`config.mk`:
```
export PLATFORM = sky130hd
export DESIGN_NAME = dice_roller
export DESIGN_NICKNAME = d
export VERILOG_FILES = /design/src/rtl/dice_pkg.sv /design/src/rtl/dice_lfsr.sv /design/src/rtl/dice_ctrl.sv /design/src/rtl/dice_faces.sv /design/src/rtl/dice_roller.sv
export SDC_FILE = /design/constraint.sdc
export NUM_CORES = 1
export LEC_CHECK = 0
export ABC_CLOCK_PERIOD_IN_PS = 4350
export CORE_ASPECT_RATIO = 0.9
export CORE_MARGIN = 1
export CORE_UTILIZATION = 45
export DETAILED_ROUTE_END_ITERATION = 10
export PLACE_DENSITY = 0.66
export SYNTH_ARGS = -nofsm -noshare
export SYNTH_HDL_FRONTEND = slang
export SYNTH_SLANG_ARGS = --single-unit
```
`constraint.sdc`:
```
create_clock -name clk -period 4.35 [get_ports clk]
set_clock_uncertainty 0.05 [all_clocks]
set_input_delay 0.435 -clock clk [delete_from_list [all_inputs] [get_ports clk]]
set_output_delay 0.435 -clock clk [all_outputs]
set_load 0.05 [all_outputs]
```
`src/rtl/dice_pkg.sv`:
```
package dice_pkg;

   typedef enum logic [1:0] {
      ST_IDLE,
      ST_SHIFT,
      ST_CHECK,
      ST_SHOW
   } roll_state_e;

   // Pip order {TL,TR,ML,C,MR,BL,BR}, TL in bit 6; face 0 means dark
   function automatic logic [6:0] pip_pattern(input logic [2:0] face);
      logic [6:0] p;
      case (face)
         3'd1:    p = 7'b0001000;
         3'd2:    p = 7'b1000001;
         3'd3:    p = 7'b1001001;
         3'd4:    p = 7'b1100011;
         3'd5:    p = 7'b1101011;
         3'd6:    p = 7'b1110111;
         default: p = 7'b0000000;
      endcase
      return p;
   endfunction

endpackage

```
`src/rtl/dice_lfsr.sv`:
```
module dice_lfsr #(
   parameter int               WIDTH  = 20,
   parameter int               TAP_HI = 20,
   parameter int               TAP_LO = 17,
   parameter logic [WIDTH-1:0] SEED   = 20'h5A5A5
) (
   input  logic             clk,
   input  logic             rst,
   input  logic             adv,
   output logic [WIDTH-1:0] state_o
);

   logic [WIDTH-1:0] q;
   logic             fb;

   assign fb = q[TAP_HI-1] ^ q[TAP_LO-1];

   always_ff @(posedge clk) begin
      if (rst) begin
         q <= SEED;
      end else if (q == '0) begin
         q <= SEED;
      end else if (adv) begin
         q <= {q[WIDTH-2:0], fb};
      end
   end

   assign state_o = q;

endmodule

```
`src/rtl/dice_ctrl.sv`:
```
module dice_ctrl
   import dice_pkg::*;
#(
   parameter int DRAW_W = 8,
   parameter int COMBOS = 216
) (
   input  logic              clk,
   input  logic              rst,
   input  logic              roll_req,
   input  logic [DRAW_W-1:0] cand,
   output logic              adv,
   output logic              accept,
   output logic              done,
   output logic              busy
);

   localparam int              CNT_W = (DRAW_W > 1) ? $clog2(DRAW_W) : 1;
   localparam logic [CNT_W-1:0] LAST = CNT_W'(DRAW_W - 1);
   localparam logic [DRAW_W:0]  LIM  = (DRAW_W + 1)'(COMBOS);

   roll_state_e      state;
   logic [CNT_W-1:0] cnt;
   logic             fits;

   assign fits = {1'b0, cand} < LIM;

   always_ff @(posedge clk) begin
      if (rst) begin
         state <= ST_IDLE;
         cnt   <= '0;
      end else begin
         case (state)
            ST_IDLE: begin
               cnt <= '0;
               if (roll_req) state <= ST_SHIFT;
            end
            ST_SHIFT: begin
               cnt <= cnt + 1'b1;
               if (cnt == LAST) state <= ST_CHECK;
            end
            ST_CHECK: begin
               cnt   <= '0;
               state <= fits ? ST_SHOW : ST_SHIFT;
            end
            default: state <= ST_IDLE;
         endcase
      end
   end

   assign adv    = (state == ST_SHIFT);
   assign accept = (state == ST_CHECK) && fits;
   assign done   = (state == ST_SHOW);
   assign busy   = (state != ST_IDLE);

endmodule

```
`src/rtl/dice_faces.sv`:
```
module dice_faces
   import dice_pkg::*;
#(
   parameter int NUM_DICE = 3,
   parameter int FACES    = 6,
   parameter int DRAW_W   = 8,
   parameter int FACE_W   = 3,
   parameter int PIP_W    = 7
) (
   input  logic                       clk,
   input  logic                       rst,
   input  logic                       load,
   input  logic [DRAW_W-1:0]          value,
   output logic [NUM_DICE*FACE_W-1:0] faces_o,
   output logic [NUM_DICE*PIP_W-1:0]  leds_o
);

   logic [DRAW_W-1:0] quot [NUM_DICE];

   assign quot[0] = value;

   for (genvar i = 0; i < NUM_DICE; i++) begin : g_die
      logic [FACE_W-1:0] digit;
      logic [FACE_W-1:0] face_q;

      assign digit = FACE_W'(quot[i] % DRAW_W'(FACES)) + FACE_W'(1);

      if (i < NUM_DICE - 1) begin : g_next
         assign quot[i+1] = quot[i] / DRAW_W'(FACES);
      end

      always_ff @(posedge clk) begin
         if (rst)       face_q <= '0;
         else if (load) face_q <= digit;
      end

      assign faces_o[i*FACE_W +: FACE_W] = face_q;
      assign leds_o[i*PIP_W +: PIP_W]    = pip_pattern(3'(face_q));
   end

endmodule

```
`src/rtl/dice_roller.sv`:
```
module dice_roller #(
   parameter int                 LFSR_W   = 20,
   parameter int                 TAP_HI   = 20,
   parameter int                 TAP_LO   = 17,
   parameter logic [LFSR_W-1:0]  SEED     = 20'h5A5A5,
   parameter int                 DRAW_W   = 8,
   parameter int                 FACES    = 6,
   parameter int                 NUM_DICE = 3
) (
   input  logic                                    clk,
   input  logic                                    rst,
   input  logic                                    roll_req,
   output logic [NUM_DICE*$clog2(FACES+1)-1:0]     faces_o,
   output logic [NUM_DICE*7-1:0]                   leds_o,
   output logic                                    done_o
);

   localparam int COMBOS = FACES ** NUM_DICE;
   localparam int FACE_W = $clog2(FACES + 1);
   localparam int PIP_W  = 7;

   if (COMBOS > (1 << DRAW_W)) begin : g_err_draw
      $error("draw width too small for the number of combinations");
   end
   if (FACES != 6) begin : g_err_faces
      $error("pip decoding is defined for six faces only");
   end
   if (DRAW_W > LFSR_W || TAP_HI > LFSR_W || TAP_LO >= TAP_HI || TAP_LO < 1) begin : g_err_taps
      $error("shift register taps or draw width out of range");
   end
   if (SEED == '0) begin : g_err_seed
      $error("seed must be nonzero");
   end

   logic [LFSR_W-1:0] lfsr_state;
   logic [DRAW_W-1:0] cand;
   logic              adv;
   logic              accept;
   logic              busy;

   assign cand = lfsr_state[LFSR_W-1 -: DRAW_W];

   dice_lfsr #(
      .WIDTH  (LFSR_W),
      .TAP_HI (TAP_HI),
      .TAP_LO (TAP_LO),
      .SEED   (SEED)
   ) u_lfsr (
      .clk     (clk),
      .rst     (rst),
      .adv     (adv),
      .state_o (lfsr_state)
   );

   dice_ctrl #(
      .DRAW_W (DRAW_W),
      .COMBOS (COMBOS)
   ) u_ctrl (
      .clk      (clk),
      .rst      (rst),
      .roll_req (roll_req),
      .cand     (cand),
      .adv      (adv),
      .accept   (accept),
      .done     (done_o),
      .busy     (busy)
   );

   dice_faces #(
      .NUM_DICE (NUM_DICE),
      .FACES    (FACES),
      .DRAW_W   (DRAW_W),
      .FACE_W   (FACE_W),
      .PIP_W    (PIP_W)
   ) u_faces (
      .clk     (clk),
      .rst     (rst),
      .load    (accept),
      .value   (cand),
      .faces_o (faces_o),
      .leds_o  (leds_o)
   );

endmodule

```
# After elaboration in Yosys (flattened, before gate mapping)
# Cells that the tools add are included.
[totals]
reg_bits = 34
input_bits = 3
output_inout_bits = 31
elab_cells = 56
[classes]
addsub = 4
n_div = 5
order_cmp = 1
n_eq_ne = 24
mux = 8
n_bitwise = 1
n_reduce_logical = 7
[op_table]
columns = ["op", "count"]
rows = [
  ["one-hot mux 7 bit (6 select lines)", 3],
  ["equality test 3 bit, second input constant", 10],
  ["modulo 8 x 3 -> 8 bit, second input constant", 3],
  ["zero test 20 bit", 1],
  ["equality test 3 x 2 -> 1 bit, second input constant", 6],
  ["divider 8 x 3 -> 8 bit, second input constant", 2],
  ["adder 3 x 1 -> 3 bit, second input constant", 4],
  ["equality test 3 x 1 -> 1 bit, second input constant", 3],
  ["< comparator 8 bit, second input constant", 1],
  ["2-to-1 mux 2 bit", 3],
  ["one-hot mux 2 bit (3 select lines)", 1],
  ["one-hot mux 3 bit (2 select lines)", 1],
  ["equality test 2 bit, second input constant", 2],
  ["OR reduction 2 bit", 2],
  ["equality test 2 x 1 -> 1 bit, second input constant", 1],
  ["zero test 2 bit", 1],
  ["!= test 2 x 1 -> 1 bit, second input constant", 1],
  ["!= test 2 bit, second input constant", 1],
  ["AND reduction 2 bit", 1],
  ["nonzero test 2 bit", 1],
  ["logical AND 1 bit", 1],
  ["XOR 1 bit", 1],
]

# Logic depth before layout (Yosys ltp)
# Gate-level depths: netlist of the first run.
[depth]
depth_word = 4
depth_mapped = 24
mapped_depth_nobuf = 22

# Cells and area by module
# Synthesis of the first run repeated with hierarchy kept, for this count alone.
[unflattened]
cells_unflattened = 340
area_unflattened_um2 = 2850.2
[modules_own_cells]
columns = ["mod", "n_inst", "cells_each", "area_per_inst_um2", "seq_area_each_um2"]
rows = [
  ["dice_faces", 1, 229, 1727.9, 180.2],
  ["dice_lfsr", 1, 83, 858.3, 400.4],
  ["dice_ctrl", 1, 28, 264.0, 100.1],
]

# Worst setup path after synthesis of the first run
# No wires, ideal clock.
[synth_path]
kind = "reg-to-reg"
start = "register u_lfsr.q[19] (netlist: u_lfsr.state_o[19])"
end = "register u_faces.g_die[2].face_q[2]"
setup_ps = 95
arrival_time_ps = 4513
path_slack_ps = -308
stages_incl_launch_ff = 24
synth_period_minus_slack_ps = 4658
path_cell_list = "dfxtp_1 > clkbuf_1 > nor2b_1 > or2_2 > ha_1 > and3_1 > nand2_1 > nor3_2 > nor2_1 > xnor2_1 > ha_1 > o21ai_0 > nor3b_1 > o31a_1 > a211o_1 > or4_4 > o21ai_2 > nand2_2 > a21bo_4 > o21a_1 > ha_1 > nor3_1 > o21ai_0 > o311ai_1"
[synth_via]
elab_chain_len = 4
elab_cells_between_ends = 6
[synth_rtl]
columns = ["element", "line_no", "source"]
rows = [
  ["from (decl)", "dice_lfsr.sv:13", "logic [WIDTH-1:0] q;"],
  ["from (signal assigned)", "dice_lfsr.sv:24", "q <= {q[WIDTH-2:0], fb};"],
  ["divider 8 x 3 -> 8 bit (2 in series)", "dice_faces.sv:29", "assign quot[i+1] = quot[i] / DRAW_W'(FACES);"],
  ["modulo 8 x 3 -> 8 bit", "dice_faces.sv:26", "assign digit = FACE_W'(quot[i] % DRAW_W'(FACES)) + FACE_W'(1);"],
  ["adder 3 x 1 -> 3 bit", "dice_faces.sv:26", ""],
  ["to (signal assigned)", "dice_faces.sv:34", "else if (load) face_q <= digit;"],
  ["to (decl)", "dice_faces.sv:24", "logic [FACE_W-1:0] face_q;"],
]
# Parallel ways exist; a longest one is shown, timed or not.
# A chain may end at the register's enable or synchronous reset.

# Worst setup path in the final report of the first run
[layout_path]
start = "register u_lfsr.q[18] (netlist: u_lfsr.state_o[18])"
end = "register u_faces.g_die[1].face_q[2]"
[layout_via]
elab_chain_len = 3
elab_cells_between_ends = 5
[layout_rtl]
columns = ["element", "line_no"]
rows = [
  ["divider 8 x 3 -> 8 bit", "dice_faces.sv:29"],
  ["modulo 8 x 3 -> 8 bit", "dice_faces.sv:26"],
  ["adder 3 x 1 -> 3 bit", "dice_faces.sv:26"],
  ["to (signal assigned)", "dice_faces.sv:34"],
  ["to (decl)", "dice_faces.sv:24"],
]
# Parallel ways exist; a longest one is shown, timed or not.

==> results.toml, run 1 <==
[synthesis]
synth_top_area_share_pct = 25.6
seq_area_frac_synth_pct = 25.6
async_flop_share_pct = 0
yosysTopAreaCell = "dfxtp_1"
syn-num-nets = 370
ys_types = 66
synthTopCellsByArea = "dfxtp_1 (26%), nand2_1 (8.5%), a21oi_1 (4.9%), ha_1 (4.7%), nor2_1 (3.2%)"
yosys_most_used_dff = "dfxtp_1"
syn_avg_cell_area_um2 = 7.45
syn_area_mm2 = 0.00266
synth_edf_count = 0
syn-instance-count = 357
synth_warnings = 0
synth_seq_cells = 34

[finish]
antenna_cells = 0
filler_cell_count = 537
finalNonFillerCells = 469
drive_above_1_share_pct = 20.6
finish.net_count = 411
syn_to_final_growth_pct = 29.3

[timing]
fin_crit_sh_pct = 99.5
setup_viol = 0
max_freq_mhz = 231
finalHoldViolCount = 0
timing.final.crit_period_ps = 4330
rsz0062_at_grt = "true"
worst_slack_ps = 21.6
max_slew_margin_pct = 28.7
worst_pin_slew_ps = 1060
slew_violations = 0

[grt]
grt_pass1_vias = 2288
grtUsageMet2_pct = 35.4
grt_pass1_wl_mm = 10.7
grtUsageTotal_pct = 20.8
gr-usage-met1_pct = 28.4
met3_usage_pct = 3.62
grt_busiest_layer = "met2"
antenna_found_initial = 0
grt_max_degree = 21
grt_overflow = 0

[route]
drc_errors = 0
routed_via_density = 5.68
firstDrtPassIters = 4
via_count = 2664
drt_iter0_drc = 167
wire_per_inst_um = 14.3
wl_mm = 6.69
ant_nets = 0

[die]
rows = 26
die_h_um = 74.9
core_mm2 = 0.00569
num_io_pins = 34
start_util_pct = 46.7
dieArea_mm2 = 0.00622
fp.dieW_um = 83.0

[pwr]
p_leak_nw = 1.35
vdd_drop_max_v = 0.000226
power_per_cell_area_mw_per_mm2 = 343

[cts]
cts_tree = "done"
cts-htree-levels = 2
clockRootBuffer = "clkbuf_8"
insertion_delay_ps = 290
path_clk_slew_ps = 70
clockBufferDepth = 2
cts_sinks = 34
cts_inserted_buffers = 5

[status]
status = "finished, final reports clean"

[placement]
numPortBuffers = 33
dpl.hpwl_mm = 4.85
place.gp.congestion = 0.857
post-place-cells = 452
dp_slack_ps = -30.7

[job]
drv_cap = 0

[setup_path]
critPathLaunchType = "flop"
r2r_setup_slack_ps = 20
crit_fanout = 8
crit_required_ps = 4500
worstPathArrival_ps = 4480
crit_path_end_kind = "flop"
path_class = "flop to flop"

[hold_path]
hp-class = "flop to flop"
-- registers in the layout, indices dropped and copies added (netlist names) --
register / flops
u_ctrl.cnt: 3
u_ctrl.state: 2
u_faces.g_die.face_q: 9
u_lfsr.state_o: 20
-- worst max-delay path, stage by stage (launching register included) --
cell      delay (ps)
dfxtp_4          350
buf_8            130
or3b_1           340
o211a_1          170
o21a_4           250
nor3_4           210
nor2_2            70
xnor2_2          170
ha_4             180
and3_4           150
a32o_2           250
a311o_1          310
or4_4            540
o21ai_4           90
nand2_2           70
a21bo_4          250
xnor2_2          130
ha_2             220
xnor2_2          140
a211oi_2         160
-- report_power, final --
group | leakage, nW | switching (mW) | internal [mW]
Clock | 0.0683 | 0.120 | 0.230
Sequential | 0.279 | 0.0182 | 0.329
Combinational | 1.00 | 0.255 | 0.229
Total | 1.35 | 0.394 | 0.787
-- cell usage after synthesis, types with 3 or more instances --
cell and n:
a211oi_1 5, a21o_1 3, a21oi_1 26, a31oi_1 6, and2_1 6, and3_1 4
and3b_1 3, buf_2 6, buf_4 9, clkbuf_1 15, dfxtp_1 34, ha_1 10
inv_1 9, mux2i_1 4, nand2_1 60, nand2b_1 9, nand3_1 13, nand3b_1 5
nand4_1 3, nor2_1 23, nor2b_1 6, nor3_1 5, nor3b_1 4, o211a_1 3
o211ai_1 4, o21a_1 4, o21ai_0 15, or2_2 3, or4_1 5, xnor2_1 7
xor2_1 4
-- worst paths after layout --
kind | endpoint | start | cells after the start
setup / recovery | u_faces.g_die[1].face_q[2] | u_lfsr.state_o[18] | 19
hold / removal | u_lfsr.state_o[12] | u_lfsr.state_o[11] | 2
setup reg to reg | u_faces.g_die[1].face_q[2] | u_lfsr.state_o[18] | 19
hold reg to reg | u_lfsr.state_o[12] | u_lfsr.state_o[11] | 2
-- cell type report --
type,instances,area [um2],share of cell area [%]
multi-input cells,281,1890,55.0
flip-flops and latches,34,691,20.1
repair buffers,67,597,17.4
well taps,70,87.6,2.55
clock buffers,5,68.8,2.00
clock inverters,3,68.8,2.00
inverters,9,33.8,0.983
-- cell usage in the layout (no fill, tap or decap), types with 4 or more instances in the layout --
cell type and count:
nand2_1 57, clkdlybuf4s50_1 33, buf_4 32, dfxtp_1 30, a21oi_1 24, nor2_1 22
o21ai_0 13, nand3_1 13, inv_1 9, nand2b_1 9, and2_1 6, a31oi_1 6
nor2b_1 5, nand3b_1 5, a211oi_1 5, or4_1 5, ha_1 5, clkbuf_8 5
o21a_1 4, xnor2_1 4, xor2_1 4, mux2i_1 4, nand2_2 4, nor3_1 4
o211ai_1 4
-- routing by layer --
metal  up-vias  part of all wire, %
met2        48                   47
met4         0                  1.3
met5         -                    0
li1       1360                    -
met3        14                  3.0
met1      1242                   49
-- cells by family after synthesis --
logic type,after synthesis,synth area share [%]
compound gates,98,26.4
simple gates,157,30.0
flops,34,25.6
buf+inv,42,7.76
xor+xnor,11,3.62
fa+ha+maj,11,5.08
mux,4,1.51
-- per-stage QoR --
stage	util [%]	total power, mW	setup TNS, ps	cell area, um2	hold WS, ps
after floorplan	-	0.669	0	2710	390
final	60.4	1.18	0	3440	412
after CTS	57.9	1.12	-28.0	3300	416
after global placement	55.1	0.753	0	3130	407
after detailed placement	55.1	0.763	-37.3	3130	407
after global routing	60.4	1.26	-690	3440	444
-- repair_timing --
item                       in CTS  in global routing
pin swaps                       3                 16
cloned                          0                  0
buffers inserted                2                  7
setup endpoints to repair       2                  4
resized for setup               4                 23
hold buffers                    0                  0
No activity file was read; power rests on OpenSTA's default activity.
==> run 2, diff against run 1 <==
==> constraint.sdc (replaced) <==
create_clock -name clk -period 4.35 [get_ports clk]
set_clock_uncertainty 0.05 [all_clocks]
set_input_delay 0.435 -clock clk [delete_from_list [all_inputs] [get_ports clk]]
set_output_delay 0.435 -clock clk [all_outputs]
set_load 0.02 [all_outputs]
==> results of run 2 <==
Final layout, timing and power as in run 1 (identical DEF).
